==> config.mk <==
export PLATFORM = sky130hd
export DESIGN_NAME = smbus_host_regs
export DESIGN_NICKNAME = d
export VERILOG_FILES = /design/src/rtl/smbh_pkg.sv /design/src/rtl/smbh_byte_eng.sv /design/src/rtl/smbh_seq.sv /design/src/rtl/smbus_host_regs.sv
export SDC_FILE = /design/constraint.sdc
export NUM_CORES = 1
export LEC_CHECK = 0
export CORE_ASPECT_RATIO = 0.8
export CORE_UTILIZATION = 30
export CTS_BUF_LIST = sky130_fd_sc_hd__clkbuf_8
export CTS_CLUSTER_DIAMETER = 30
export CTS_CLUSTER_SIZE = 25
export DETAILED_ROUTE_END_ITERATION = 8
export GPL_ROUTABILITY_DRIVEN = 1
export PLACE_DENSITY_LB_ADDON = 0.08
export SKIP_LAST_GASP = 1
export SYNTH_ARGS = -nofsm -noshare
export SYNTH_HDL_FRONTEND = slang
export SYNTH_HIERARCHICAL = 1
export SYNTH_SLANG_ARGS = --single-unit
==> constraint.sdc <==
create_clock -name clk -period 5 [get_ports clk]
set_input_delay 1.5 -clock clk [delete_from_list [all_inputs] [get_ports clk]]
set_output_delay 1.5 -clock clk [all_outputs]
set_load 0.02 [all_outputs]
==> src/rtl/smbh_pkg.sv <==
package smbh_pkg;

  localparam int SMB_DW = 8;

  // register offsets
  localparam int OFS_STAT = 0;
  localparam int OFS_CTRL = 2;
  localparam int OFS_CMD  = 3;
  localparam int OFS_ADR  = 4;
  localparam int OFS_D0   = 5;
  localparam int OFS_D1   = 6;
  localparam int OFS_AUX  = 13;

  // control bit positions
  localparam int CB_KILL  = 1;
  localparam int CB_TLO   = 2;
  localparam int CB_THI   = 4;
  localparam int CB_START = 6;
  localparam int CB_PEC   = 7;

  // status bit positions
  localparam int SB_BUSY = 0;
  localparam int SB_DONE = 1;
  localparam int SB_DEV  = 2;
  localparam int SB_BUS  = 3;
  localparam int SB_FAIL = 4;

  // transaction type codes
  localparam logic [2:0] XT_QUICK = 3'd0;
  localparam logic [2:0] XT_BYTE  = 3'd1;
  localparam logic [2:0] XT_BDATA = 3'd2;
  localparam logic [2:0] XT_WORD  = 3'd3;

  typedef enum logic [2:0] {
    PH_IDLE   = 3'd0,
    PH_START  = 3'd1,
    PH_ADDR   = 3'd2,
    PH_CMD    = 3'd3,
    PH_RSTART = 3'd4,
    PH_DATA0  = 3'd5,
    PH_DATA1  = 3'd6,
    PH_STOP   = 3'd7
  } phase_e;

endpackage

==> src/rtl/smbh_byte_eng.sv <==
module smbh_byte_eng #(
  parameter int BYTE_CYCLES = 4
) (
  input  logic       clk,
  input  logic       rst,
  input  logic       abort_i,
  input  logic       req_i,
  input  logic       arb_lost_i,
  input  logic       slv_ack_i,
  input  logic [7:0] rbyte_i,
  output logic       done_o,
  output logic       ack_o,
  output logic       lost_o,
  output logic [7:0] rbyte_o
);
  localparam int CW = $clog2(BYTE_CYCLES + 1);

  logic          active_q;
  logic          lost_q;
  logic [CW-1:0] cnt_q;

  always_ff @(posedge clk) begin
    if (rst || abort_i) begin
      active_q <= 1'b0;
      lost_q   <= 1'b0;
      cnt_q    <= '0;
      done_o   <= 1'b0;
      ack_o    <= 1'b0;
      lost_o   <= 1'b0;
      rbyte_o  <= '0;
    end else begin
      done_o <= 1'b0;
      if (req_i) begin
        active_q <= 1'b1;
        lost_q   <= 1'b0;
        cnt_q    <= CW'(BYTE_CYCLES - 1);
      end else if (active_q) begin
        if (arb_lost_i) lost_q <= 1'b1;
        if (cnt_q == '0) begin
          active_q <= 1'b0;
          done_o   <= 1'b1;
          ack_o    <= slv_ack_i;
          lost_o   <= lost_q | arb_lost_i;
          rbyte_o  <= rbyte_i;
        end else begin
          cnt_q <= cnt_q - CW'(1);
        end
      end
    end
  end

  // a result is only ever reported at the end of an operation in progress
  a_r4_done_after_active: assert property (@(posedge clk) disable iff (rst)
    done_o |-> $past(active_q));
  a_r4_done_single: assert property (@(posedge clk) disable iff (rst)
    done_o |=> !done_o);

endmodule

==> src/rtl/smbh_seq.sv <==
module smbh_seq
  import smbh_pkg::*;
(
  input  logic       clk,
  input  logic       rst,
  input  logic       start_i,
  input  logic [2:0] xtype_i,
  input  logic       rw_i,
  input  logic [6:0] sadr_i,
  input  logic [7:0] cmd_i,
  input  logic [7:0] d0_i,
  input  logic [7:0] d1_i,
  input  logic       kill_i,
  input  logic       eng_done_i,
  input  logic       eng_ack_i,
  input  logic       eng_lost_i,
  input  logic [7:0] eng_rbyte_i,
  output phase_e     phase_o,
  output logic [7:0] byte_o,
  output logic       op_req_o,
  output logic       abort_o,
  output logic       fin_ok_o,
  output logic       fin_dev_o,
  output logic       fin_bus_o,
  output logic       fin_fail_o,
  output logic       cap0_o,
  output logic       cap1_o,
  output logic [7:0] cap_byte_o
);
  phase_e     state_q, state_d;
  logic [7:0] byte_q, byte_d;
  logic       dev_q, dev_d;
  logic       sec_q, sec_d;
  logic [2:0] type_q;
  logic       op_req_q;
  logic       combined;

  assign combined = (type_q == XT_BDATA) || (type_q == XT_WORD);

  always_comb begin
    state_d    = state_q;
    byte_d     = byte_q;
    dev_d      = dev_q;
    sec_d      = sec_q;
    fin_ok_o   = 1'b0;
    fin_dev_o  = 1'b0;
    fin_bus_o  = 1'b0;
    fin_fail_o = 1'b0;
    cap0_o     = 1'b0;
    cap1_o     = 1'b0;
    abort_o    = 1'b0;
    if (state_q == PH_IDLE) begin
      if (start_i) begin
        if (xtype_i <= XT_WORD) begin
          state_d = PH_START;
          dev_d   = 1'b0;
          sec_d   = 1'b0;
          byte_d  = '0;
        end else begin
          fin_fail_o = 1'b1;
        end
      end
    end else if (kill_i) begin
      state_d    = PH_IDLE;
      byte_d     = '0;
      abort_o    = 1'b1;
      fin_fail_o = 1'b1;
    end else if (eng_done_i) begin
      if (eng_lost_i) begin
        state_d   = PH_IDLE;
        byte_d    = '0;
        fin_bus_o = 1'b1;
      end else begin
        unique case (state_q)
          PH_START: begin
            state_d = PH_ADDR;
            byte_d  = {sadr_i, combined ? 1'b0 : rw_i};
          end
          PH_ADDR: begin
            if (!eng_ack_i) begin
              state_d = PH_STOP; byte_d = '0; dev_d = 1'b1;
            end else if (sec_q) begin
              state_d = PH_DATA0; byte_d = '0;
            end else if (type_q == XT_QUICK) begin
              state_d = PH_STOP; byte_d = '0;
            end else if (type_q == XT_BYTE && rw_i) begin
              state_d = PH_DATA0; byte_d = '0;
            end else begin
              state_d = PH_CMD; byte_d = cmd_i;
            end
          end
          PH_CMD: begin
            if (!eng_ack_i) begin
              state_d = PH_STOP; byte_d = '0; dev_d = 1'b1;
            end else if (type_q == XT_BYTE) begin
              state_d = PH_STOP; byte_d = '0;
            end else if (rw_i) begin
              state_d = PH_RSTART; byte_d = '0;
            end else begin
              state_d = PH_DATA0; byte_d = d0_i;
            end
          end
          PH_RSTART: begin
            state_d = PH_ADDR;
            sec_d   = 1'b1;
            byte_d  = {sadr_i, 1'b1};
          end
          PH_DATA0: begin
            if (!rw_i && !eng_ack_i) begin
              state_d = PH_STOP; byte_d = '0; dev_d = 1'b1;
            end else begin
              cap0_o = rw_i;
              if (type_q == XT_WORD) begin
                state_d = PH_DATA1; byte_d = rw_i ? 8'h00 : d1_i;
              end else begin
                state_d = PH_STOP; byte_d = '0;
              end
            end
          end
          PH_DATA1: begin
            if (!rw_i && !eng_ack_i) begin
              dev_d = 1'b1;
            end else begin
              cap1_o = rw_i;
            end
            state_d = PH_STOP;
            byte_d  = '0;
          end
          PH_STOP: begin
            state_d   = PH_IDLE;
            byte_d    = '0;
            fin_ok_o  = !dev_q;
            fin_dev_o = dev_q;
          end
          default: ;
        endcase
      end
    end
  end

  always_ff @(posedge clk) begin
    if (rst) begin
      state_q  <= PH_IDLE;
      byte_q   <= '0;
      dev_q    <= 1'b0;
      sec_q    <= 1'b0;
      type_q   <= XT_QUICK;
      op_req_q <= 1'b0;
    end else begin
      state_q  <= state_d;
      byte_q   <= byte_d;
      dev_q    <= dev_d;
      sec_q    <= sec_d;
      op_req_q <= (state_d != PH_IDLE) && (state_d != state_q);
      if (state_q == PH_IDLE && start_i) type_q <= xtype_i;
    end
  end

  assign phase_o    = state_q;
  assign byte_o     = byte_q;
  assign op_req_o   = op_req_q;
  assign cap_byte_o = eng_rbyte_i;

  // a phase holds until the engine reports back or kill arrives
  a_r4_phase_hold: assert property (@(posedge clk) disable iff (rst)
    (state_q != PH_IDLE) && !kill_i && !eng_done_i |=> state_q == $past(state_q));
  // kill returns the sequencer to idle on the next edge
  a_r10_kill_idle: assert property (@(posedge clk) disable iff (rst)
    (state_q != PH_IDLE) && kill_i |=> state_q == PH_IDLE);
  // arbitration loss leaves without a stop phase
  a_r9_lost_idle: assert property (@(posedge clk) disable iff (rst)
    (state_q != PH_IDLE) && !kill_i && eng_done_i && eng_lost_i |=> state_q == PH_IDLE);
  // at most one outcome per transaction end
  a_r13_one_outcome: assert property (@(posedge clk) disable iff (rst)
    $onehot0({fin_ok_o, fin_dev_o, fin_bus_o, fin_fail_o}));

endmodule

==> src/rtl/smbus_host_regs.sv <==
module smbus_host_regs
  import smbh_pkg::*;
#(
  parameter int ADDR_W      = 4,
  parameter int BYTE_CYCLES = 4
) (
  input  logic              clk,
  input  logic              rst,
  input  logic              reg_we,
  input  logic [ADDR_W-1:0] reg_addr,
  input  logic [7:0]        reg_wdata,
  output logic [7:0]        reg_rdata,
  input  logic              slv_ack,
  input  logic [15:0]       slv_rdata,
  input  logic              arb_lost,
  output logic [2:0]        bus_phase,
  output logic [7:0]        bus_byte
);
  localparam int DW = SMB_DW;

  phase_e        phase;
  logic          busy;
  logic [2:0]    xtype_q;
  logic          pec_q, kill_q;
  logic [DW-1:0] cmd_q, adr_q, d0_q, d1_q;
  logic [1:0]    aux_q;
  logic          st_done, st_dev, st_bus, st_fail;

  logic wr_stat, wr_ctrl, wr_cmd, wr_adr, wr_d0, wr_d1, wr_aux, start_go;

  logic          eng_req, eng_abort, eng_done, eng_ack, eng_lost;
  logic [DW-1:0] eng_rbyte, rd_pick;
  logic          fin_ok, fin_dev, fin_bus, fin_fail, cap0, cap1;
  logic [DW-1:0] cap_byte, seq_byte;

  assign busy     = (phase != PH_IDLE);
  assign wr_stat  = reg_we && (reg_addr == ADDR_W'(OFS_STAT));
  assign wr_ctrl  = reg_we && (reg_addr == ADDR_W'(OFS_CTRL));
  assign wr_cmd   = reg_we && (reg_addr == ADDR_W'(OFS_CMD)) && !busy;
  assign wr_adr   = reg_we && (reg_addr == ADDR_W'(OFS_ADR)) && !busy;
  assign wr_d0    = reg_we && (reg_addr == ADDR_W'(OFS_D0))  && !busy;
  assign wr_d1    = reg_we && (reg_addr == ADDR_W'(OFS_D1))  && !busy;
  assign wr_aux   = reg_we && (reg_addr == ADDR_W'(OFS_AUX)) && !busy;
  assign start_go = wr_ctrl && reg_wdata[CB_START] && !busy;
  assign rd_pick  = (phase == PH_DATA1) ? slv_rdata[15:8] : slv_rdata[7:0];

  smbh_seq u_seq (
    .clk        (clk),
    .rst        (rst),
    .start_i    (start_go),
    .xtype_i    (reg_wdata[CB_THI:CB_TLO]),
    .rw_i       (adr_q[0]),
    .sadr_i     (adr_q[7:1]),
    .cmd_i      (cmd_q),
    .d0_i       (d0_q),
    .d1_i       (d1_q),
    .kill_i     (kill_q),
    .eng_done_i (eng_done),
    .eng_ack_i  (eng_ack),
    .eng_lost_i (eng_lost),
    .eng_rbyte_i(eng_rbyte),
    .phase_o    (phase),
    .byte_o     (seq_byte),
    .op_req_o   (eng_req),
    .abort_o    (eng_abort),
    .fin_ok_o   (fin_ok),
    .fin_dev_o  (fin_dev),
    .fin_bus_o  (fin_bus),
    .fin_fail_o (fin_fail),
    .cap0_o     (cap0),
    .cap1_o     (cap1),
    .cap_byte_o (cap_byte)
  );

  smbh_byte_eng #(.BYTE_CYCLES(BYTE_CYCLES)) u_eng (
    .clk       (clk),
    .rst       (rst),
    .abort_i   (eng_abort),
    .req_i     (eng_req),
    .arb_lost_i(arb_lost),
    .slv_ack_i (slv_ack),
    .rbyte_i   (rd_pick),
    .done_o    (eng_done),
    .ack_o     (eng_ack),
    .lost_o    (eng_lost),
    .rbyte_o   (eng_rbyte)
  );

  // configuration and data registers
  always_ff @(posedge clk) begin
    if (rst) begin
      xtype_q <= '0;
      pec_q   <= 1'b0;
      kill_q  <= 1'b0;
      cmd_q   <= '0;
      adr_q   <= '0;
      d0_q    <= '0;
      d1_q    <= '0;
      aux_q   <= '0;
    end else begin
      if (wr_ctrl) begin
        kill_q <= reg_wdata[CB_KILL];
        if (!busy) begin
          xtype_q <= reg_wdata[CB_THI:CB_TLO];
          pec_q   <= reg_wdata[CB_PEC];
        end
      end
      if (wr_cmd) cmd_q <= reg_wdata;
      if (wr_adr) adr_q <= reg_wdata;
      if (wr_aux) aux_q <= reg_wdata[1:0];
      if (cap0)       d0_q <= cap_byte;
      else if (wr_d0) d0_q <= reg_wdata;
      if (cap1)       d1_q <= cap_byte;
      else if (wr_d1) d1_q <= reg_wdata;
    end
  end

  // sticky status, write one to clear, set wins
  always_ff @(posedge clk) begin
    if (rst) begin
      st_done <= 1'b0;
      st_dev  <= 1'b0;
      st_bus  <= 1'b0;
      st_fail <= 1'b0;
    end else begin
      if (wr_stat) begin
        if (reg_wdata[SB_DONE]) st_done <= 1'b0;
        if (reg_wdata[SB_DEV])  st_dev  <= 1'b0;
        if (reg_wdata[SB_BUS])  st_bus  <= 1'b0;
        if (reg_wdata[SB_FAIL]) st_fail <= 1'b0;
      end
      if (fin_ok)   st_done <= 1'b1;
      if (fin_dev)  st_dev  <= 1'b1;
      if (fin_bus)  st_bus  <= 1'b1;
      if (fin_fail) st_fail <= 1'b1;
    end
  end

  // registered read port
  always_ff @(posedge clk) begin
    if (rst) begin
      reg_rdata <= '0;
    end else begin
      case (reg_addr)
        ADDR_W'(OFS_STAT): reg_rdata <= {3'b000, st_fail, st_bus, st_dev, st_done, busy};
        ADDR_W'(OFS_CTRL): reg_rdata <= {pec_q, 2'b00, xtype_q, kill_q, 1'b0};
        ADDR_W'(OFS_CMD):  reg_rdata <= cmd_q;
        ADDR_W'(OFS_ADR):  reg_rdata <= adr_q;
        ADDR_W'(OFS_D0):   reg_rdata <= d0_q;
        ADDR_W'(OFS_D1):   reg_rdata <= d1_q;
        ADDR_W'(OFS_AUX):  reg_rdata <= {6'b000000, aux_q};
        default:           reg_rdata <= '0;
      endcase
    end
  end

  assign bus_phase = phase;
  assign bus_byte  = seq_byte;

  // control fields stay frozen while a transaction runs
  a_r11_ctrl_frozen: assert property (@(posedge clk) disable iff (rst)
    busy && wr_ctrl |=> $stable(xtype_q) && $stable(pec_q));
  // kill ends a running transaction as failed
  a_r10_kill_fails: assert property (@(posedge clk) disable iff (rst)
    busy && kill_q |=> !busy && st_fail);
  // a missing acknowledge never reports completion
  a_r8_nack_no_done: assert property (@(posedge clk) disable iff (rst)
    $rose(st_dev) |-> !$rose(st_done));
  // busy only drops together with an outcome
  a_r4_busy_outcome: assert property (@(posedge clk) disable iff (rst)
    $fell(busy) |-> (st_done || st_dev || st_bus || st_fail));

endmodule

==> results of run 1 <==
cell families (layout without fill, tap and decap cells):
family / after synthesis / count (layout) / synth area share (%)
compound gates: 126 / 126 / 19.7
xor+xnor: 1 / 1 / 0.197
fa+ha+maj: 2 / 2 / 0.563
buf+inv: 57 / 87 / 6.45
flops: 84 / 84 / 37.9
mux: 41 / 41 / 9.77
simple gates: 208 / 208 / 25.4
power by group:
group / internal, mW / switching, mW
clock network: 0.250 / 0.244
registers: 0.674 / 0.00701
logic: 0.0462 / 0.0614
cell usage in the layout (no fill, tap or decap), types with 3 or more instances in the layout:
master,count
or2_1,3
clkdlybuf4s50_1,50
a21o_1,5
nand2b_1,8
dfxtp_1,84
o21ai_0,6
inv_1,10
a211oi_1,20
nand2_1,45
buf_4,13
mux2_2,9
nor2_1,53
a21oi_1,46
and4b_1,3
a31oi_1,8
mux2i_1,31
a2111oi_2,3
nand4_1,8
nor3_1,12
a22o_1,5
nor3b_1,5
o2bb2ai_1,6
and3_1,4
a221oi_1,6
nand3_1,32
a32oi_1,3
clkbuf_8,11
nor2b_1,9
stage by stage:
stage,utilization [%],setup slack (ns),std cells
final,36.3,1.33,733
after global routing,36.3,1.30,733
after CTS,36.3,1.45,733
after global placement,35.0,1.09,719
after floorplan,-,1.82,519
after detailed placement,35.0,1.08,719
worst paths after layout:
| check | startpoint | end |
|---|---|---|
| max reg2reg | kill_q | d0_q[5] |
| max | reg_we | u_seq/op_req_o |
| min reg2reg | xtype_q[0] | xtype_q[0] |
| min | xtype_q[0] | xtype_q[0] |
registers in the layout (all words and copies together), names as in the netlist, 2 cells and up:
signal / count
adr_q: 8
u_seq/byte_o: 8
reg_rdata: 8
xtype_q: 3
u_seq/type_q: 3
u_eng/cnt_q: 3
u_eng/rbyte_o: 8
d0_q: 8
d1_q: 8
u_seq/phase_o: 3
cmd_q: 8
aux_q: 2
worst max-delay path: stages:
cell and delay (ns):
clkdlybuf4s50_1 0.64, nor4b_2 0.28, buf_4 0.21, and3_1 0.26, nand2_1 0.16, nor2_1 0.08, a2111oi_0 0.57, a311oi_1 0.19
cell type report:
cell class / count / area [µm²] / area share (%)
Clock inverter: 3 / 38.8 / 0.744
Sequential cell: 84 / 1680 / 32.3
Clock buffer: 11 / 151 / 2.90
Inverter: 9 / 33.8 / 0.648
Tap cell: 184 / 230 / 4.42
Timing Repair Buffer: 64 / 603 / 11.6
Multi-Input combinational cell: 378 / 2470 / 47.5
metal layers:
metal | routed length (µm) | track usage (%)
met1 | 7270 | 27.5
met5 | 0 | 0
met4 | 131 | 5.57
met3 | 883 | 3.67
met2 | 5820 | 26.4
==> results.yml, run 1 <==
detailed_routing:
  viasPerCell: 5.45
  drc_errors: 0
  vias: 3993
  route.antenna.remaining_nets: 0
  routed_wl_um: 14100
  drt_first_iter_violations: 321
  first_pass_iters: 5
  wl_per_cell_um: 19.2
timing:
  timing_worst_slew_pin_value_ns: 1.04
  tns_ns: 0
  timing_max_transition_violations_final: 0
  min_period_over_period_pct: 73.4
  worst_hold_slack_ns: 0.455
  achievable_freq_mhz: 272
  setup_violators_final: 0
  maxSlewHeadroom_pct: 29.9
  time_the_final_worst_path_needs_with_i_o_delays_and_setup_ns: 3.67
  unrepaired_setup_endpoints_after_global_routing: "false"
  finClkSkew_ns: 0.00803
  timing_hold_violations_final: 0
floorplanning:
  floorplan.rows: 39
  initial_standard_cell_utilization_of_the_core_pct: 31.0
  number_of_top_level_design_ports: 52
  die_span_in_y_um: 111
  core_region_area_um2: 14300
  die_footprint_um2: 15300
  die_w_um: 138
logic_synthesis:
  yosys.cell_count.top_type: "dfxtp_1"
  async_reset_ff_share_pct: 0
  synth-main-ff-cell: "dfxtp_1"
  synth-edff-count: 0
  netlist_top_cells_area: "dfxtp_1 (38%), mux2i_1 (7.0%), a21oi_1 (5.2%), nor2_1 (4.5%), nand2_1 (3.8%)"
  yosysTopAreaCellShare_pct: 37.9
  synth_seq_cells: 84
  syn-num-nets: 554
  number_of_warnings_reported_in_the_yosys_synthesis_log: 6
  synth_cell_type_count: 67
  synthesis.area_per_instance_um2: 8.56
  synth_commonest_cells: "dfxtp_1 (84), nor2_1 (53), a21oi_1 (46)"
  synthCells: 519
  yosysTopAreaCell: "dfxtp_1"
  synth_seq_area_share_pct: 37.9
  synth.cell_area_um2: 4440
critical_path:
  worstPathRequired_ns: 5.23
  critical_path_arrival_ns: 3.90
  r2r_slack_ns: 2.33
  worstRegToRegCells: 7
  timing.critical_path.fanout_max: 17
  setup.worst_path.start_class: "primary input"
  critPathKind: "in -> reg"
  end_kind: "register"
clocking:
  clk_pin_slew_ns: 0.08
  clock_path_buffers: 2
  post_cts.repair.setup_buffers: 0
  post_cts.resized_instances: 0
  quantity_of_hold_fixing_buffers_added_after_cts: 0
  clk-insertion-delay-late_ns: 0.37
  cts_root_buffer: "clkbuf_8"
  htree_levels: 3
  cts_buffers: 9
  clock_tree_from_tritoncts: "done"
  cts.sink_count: 84
power:
  cellPowerDensity_nw_per_um2: 246
  ir_drop_mv: 0.111
  report.power.total_mw: 1.28
  cell_leakage_power_nw: 1.61
global_route:
  global_route_wire_length_before_repair_um: 21800
  via_count_of_the_first_global_routing_pass: 3835
  grt_usage_pct: 18.5
  grt_start_max_net_pins: 48
  initial_antenna_violation_count: 0
  gr_overflow_total: 0
flow_run:
  max_cap_viols: 0
layout:
  count_of_antenna_diodes_in_the_layout: 0
  finalInstanceArea_um2: 5210
  final_layout_size_suffix_gt1_share_pct: 9.84
  layout.filler_cells: 1511
  area.growth.synth_to_final_pct: 17.4
  num-nets-final: 581
placement:
  hpwlAfterDp_um: 10400
  gp_congestion: 0.839
  buffer_ports.inserted: 51
  placedInstanceArea_um2: 5020
worst_hold_path:
  worst_hold_path.num_cells: 2
  hold_crit_class: "reg -> reg"
run_status:
  run_status: "finished, final reports clean"
Note: power is estimated with default switching activity, not from simulation.
==> inputs of run 2 (changes only) <==
==> constraint.sdc (replaced) <==
create_clock -name clk -period 3.1 [get_ports clk]
set_input_delay 0.93 -clock clk [delete_from_list [all_inputs] [get_ports clk]]
set_output_delay 0.93 -clock clk [all_outputs]
set_load 0.02 [all_outputs]
==> run 2 against run 1 <==
Net effect:
- wire length increased by 0.40%
- total power increased by 70%
- combinational power increased by 67%
- sequential share of layout area decreased by 0.76 points
- design area increased by 2.4%
- worst setup slack got worse by 0.84 ns
- flip-flop and latch count unchanged
- largest cell class unchanged
- critical endpoint is now u_seq/byte_o[6]
- worst hold slack improved by 0.017 ns
- highest routed layer unchanged
==> results.yml, run 2 (synthesis results as in run 1) <==
run_status:
  run_status: "finished, final reports clean"
timing:
  min_period_over_period_pct: 84.3
  timing_worst_slew_pin_value_ns: 0.649
  tns_ns: 0
  setup_violators_final: 0
  unrepaired_setup_endpoints_after_global_routing: "false"
  maxSlewHeadroom_pct: 56.7
  timing_hold_violations_final: 0
  timing_max_transition_violations_final: 0
  time_the_final_worst_path_needs_with_i_o_delays_and_setup_ns: 2.61
  achievable_freq_mhz: 383
  finClkSkew_ns: 0.0132
global_route:
  initial_antenna_violation_count: 0
  grt_start_max_net_pins: 44
  gr_overflow_total: 0
  global_route_wire_length_before_repair_um: 22200
  via_count_of_the_first_global_routing_pass: 3817
  grt_usage_pct: 18.8
clocking:
  cts_buffers: 9
  post_cts.repair.setup_buffers: 0
  cts_root_buffer: "clkbuf_8"
  clk_pin_slew_ns: 0.08
  clk-insertion-delay-late_ns: 0.37
  post_cts.resized_instances: 0
  cts.sink_count: 84
  htree_levels: 3
  clock_tree_from_tritoncts: "done"
  quantity_of_hold_fixing_buffers_added_after_cts: 0
  clock_path_buffers: 2
detailed_routing:
  first_pass_iters: 5
  wl_per_cell_um: 19.0
  route.antenna.remaining_nets: 0
  viasPerCell: 5.43
  vias: 4059
  drt_first_iter_violations: 302
  drc_errors: 0
  routed_wl_um: 14200
critical_path:
  crit-reg2reg-capture: "u_seq/byte_o[7]"
  regToRegStartpoint: "adr_q[0]"
  destination_of_the_critical_timing_path: "u_seq/byte_o[6]"
  timing.critical_path.fanout_max: 9
  setup.worst_path.start_class: "primary input"
  delay_of_the_slowest_cell_on_the_worst_path_ns: 0.49
  cp_cell_sequence: "clkdlybuf4s50_1, nor4b_2, buf_4, and3_1, a31oi_1, nor4b_4, a22o_1"
  critical_path.top_delay_family: "simple AND/OR/NAND/NOR gates"
  critical_path_arrival_ns: 2.92
  timing.critical_path.buf_inv: 2
  worstPathRequired_ns: 3.41
  critPathKind: "in -> reg"
  worstSetupPathDepth: 7
  worstRegToRegCells: 5
  end_kind: "register"
  r2r_slack_ns: 0.85
  setup.worst_path.start: "reg_addr[1]"
  timing.critical_path.slowest_stage_cell: "nor4b_4"
layout:
  area.growth.synth_to_final_pct: 20.2
  layout_commonest_cell: "dfxtp_1"
  count_of_antenna_diodes_in_the_layout: 0
  num-nets-final: 593
  layout.filler_cells: 1522
  most-common-layout-cells: "dfxtp_1 (84), nor2_1 (53), clkdlybuf4s50_1 (50)"
  final_layout_size_suffix_gt1_share_pct: 12.1
floorplanning:
  die_footprint_um2: 15300
  die_w_um: 138
  number_of_top_level_design_ports: 52
  die_span_in_y_um: 111
  core_region_area_um2: 14300
  floorplan.rows: 39
  initial_standard_cell_utilization_of_the_core_pct: 31.0
power:
  report.power.total_mw: 2.18
  cellPowerDensity_nw_per_um2: 408
  cell_leakage_power_nw: 1.68
  ir_drop_mv: 0.180
placement:
  gp_congestion: 0.859
  buffer_ports.inserted: 51
  hpwlAfterDp_um: 10700
worst_hold_path:
  hold_crit_class: "reg -> reg"
  hp-start: "u_seq/byte_o[5]"
flow_run:
  max_cap_viols: 0
## run 2: changes by cell type in the layout (fill, tap and decap cells not counted), sizes merged
cell,delta
clkinv,-1
buf,+12
bufinv,+1
clkinvlp,+2
inv,+1
clkbuf,-1
## run 2: worst min path at each step
stage                 endpoint  cells after the start
5_1_grt        u_seq/byte_o[7]                      1
6_report       u_seq/byte_o[5]                      1
2_1_floorplan            pec_q                      2
3_5_place_dp   u_seq/byte_o[2]                      1
3_3_place_gp   u_seq/byte_o[5]                      1
4_1_cts        u_seq/byte_o[5]                      1
## run 2: worst reg2reg max path, stage by stage (launching register included)
cell	delay, ns
dfxtp_1	0.47
nand2b_4	0.23
a2111oi_2	0.65
nor2b_1	0.48
a221oi_1	0.21
o2bb2ai_1	0.16
## run 2: layout make-up
class | count | area (µm²) | share of cell area, %
tap | 184 | 230 | 4.31
clock buffer | 10 | 138 | 2.58
multi-input combinational | 378 | 2470 | 46.3
sequential | 84 | 1680 | 31.5
clock inverter | 6 | 87.6 | 1.64
timing repair buffer | 76 | 693 | 13.0
inverter | 9 | 33.8 | 0.633
## run 2: routing by layer
metal / vias to the layer above / share of wire (%) / global-route usage (%)
met5: - / 0 / 0
met4: 0 / 0.89 / 4.54
met2: 139 / 41 / 26.0
li1: 1971 / - / -
met1: 1938 / 51 / 29.3
met3: 11 / 6.4 / 3.33
## run 2: power breakdown
part           switching (mW)  total, mW  internal, mW
logic                  0.0998      0.180        0.0797
clock network           0.424      0.900         0.476
registers              0.0125       1.10          1.09
total                   0.537       2.18          1.64
## run 2: per-stage QoR
stage / instances / util [%] / instance area [µm²] / hold slack [ns] / worst slack (ns)
final: 747 / 37.2 / 5340 / 0.471 / 0.487
after floorplan: 519 / - / 4440 / 0.432 / 0.489
after detailed placement: 731 / 35.6 / 5110 / 0.453 / 0.133
after CTS: 747 / 37.2 / 5340 / 0.477 / 0.498
after global placement: 731 / 35.6 / 5110 / 0.443 / 0.199
after global routing: 747 / 37.2 / 5340 / 0.501 / 0.377
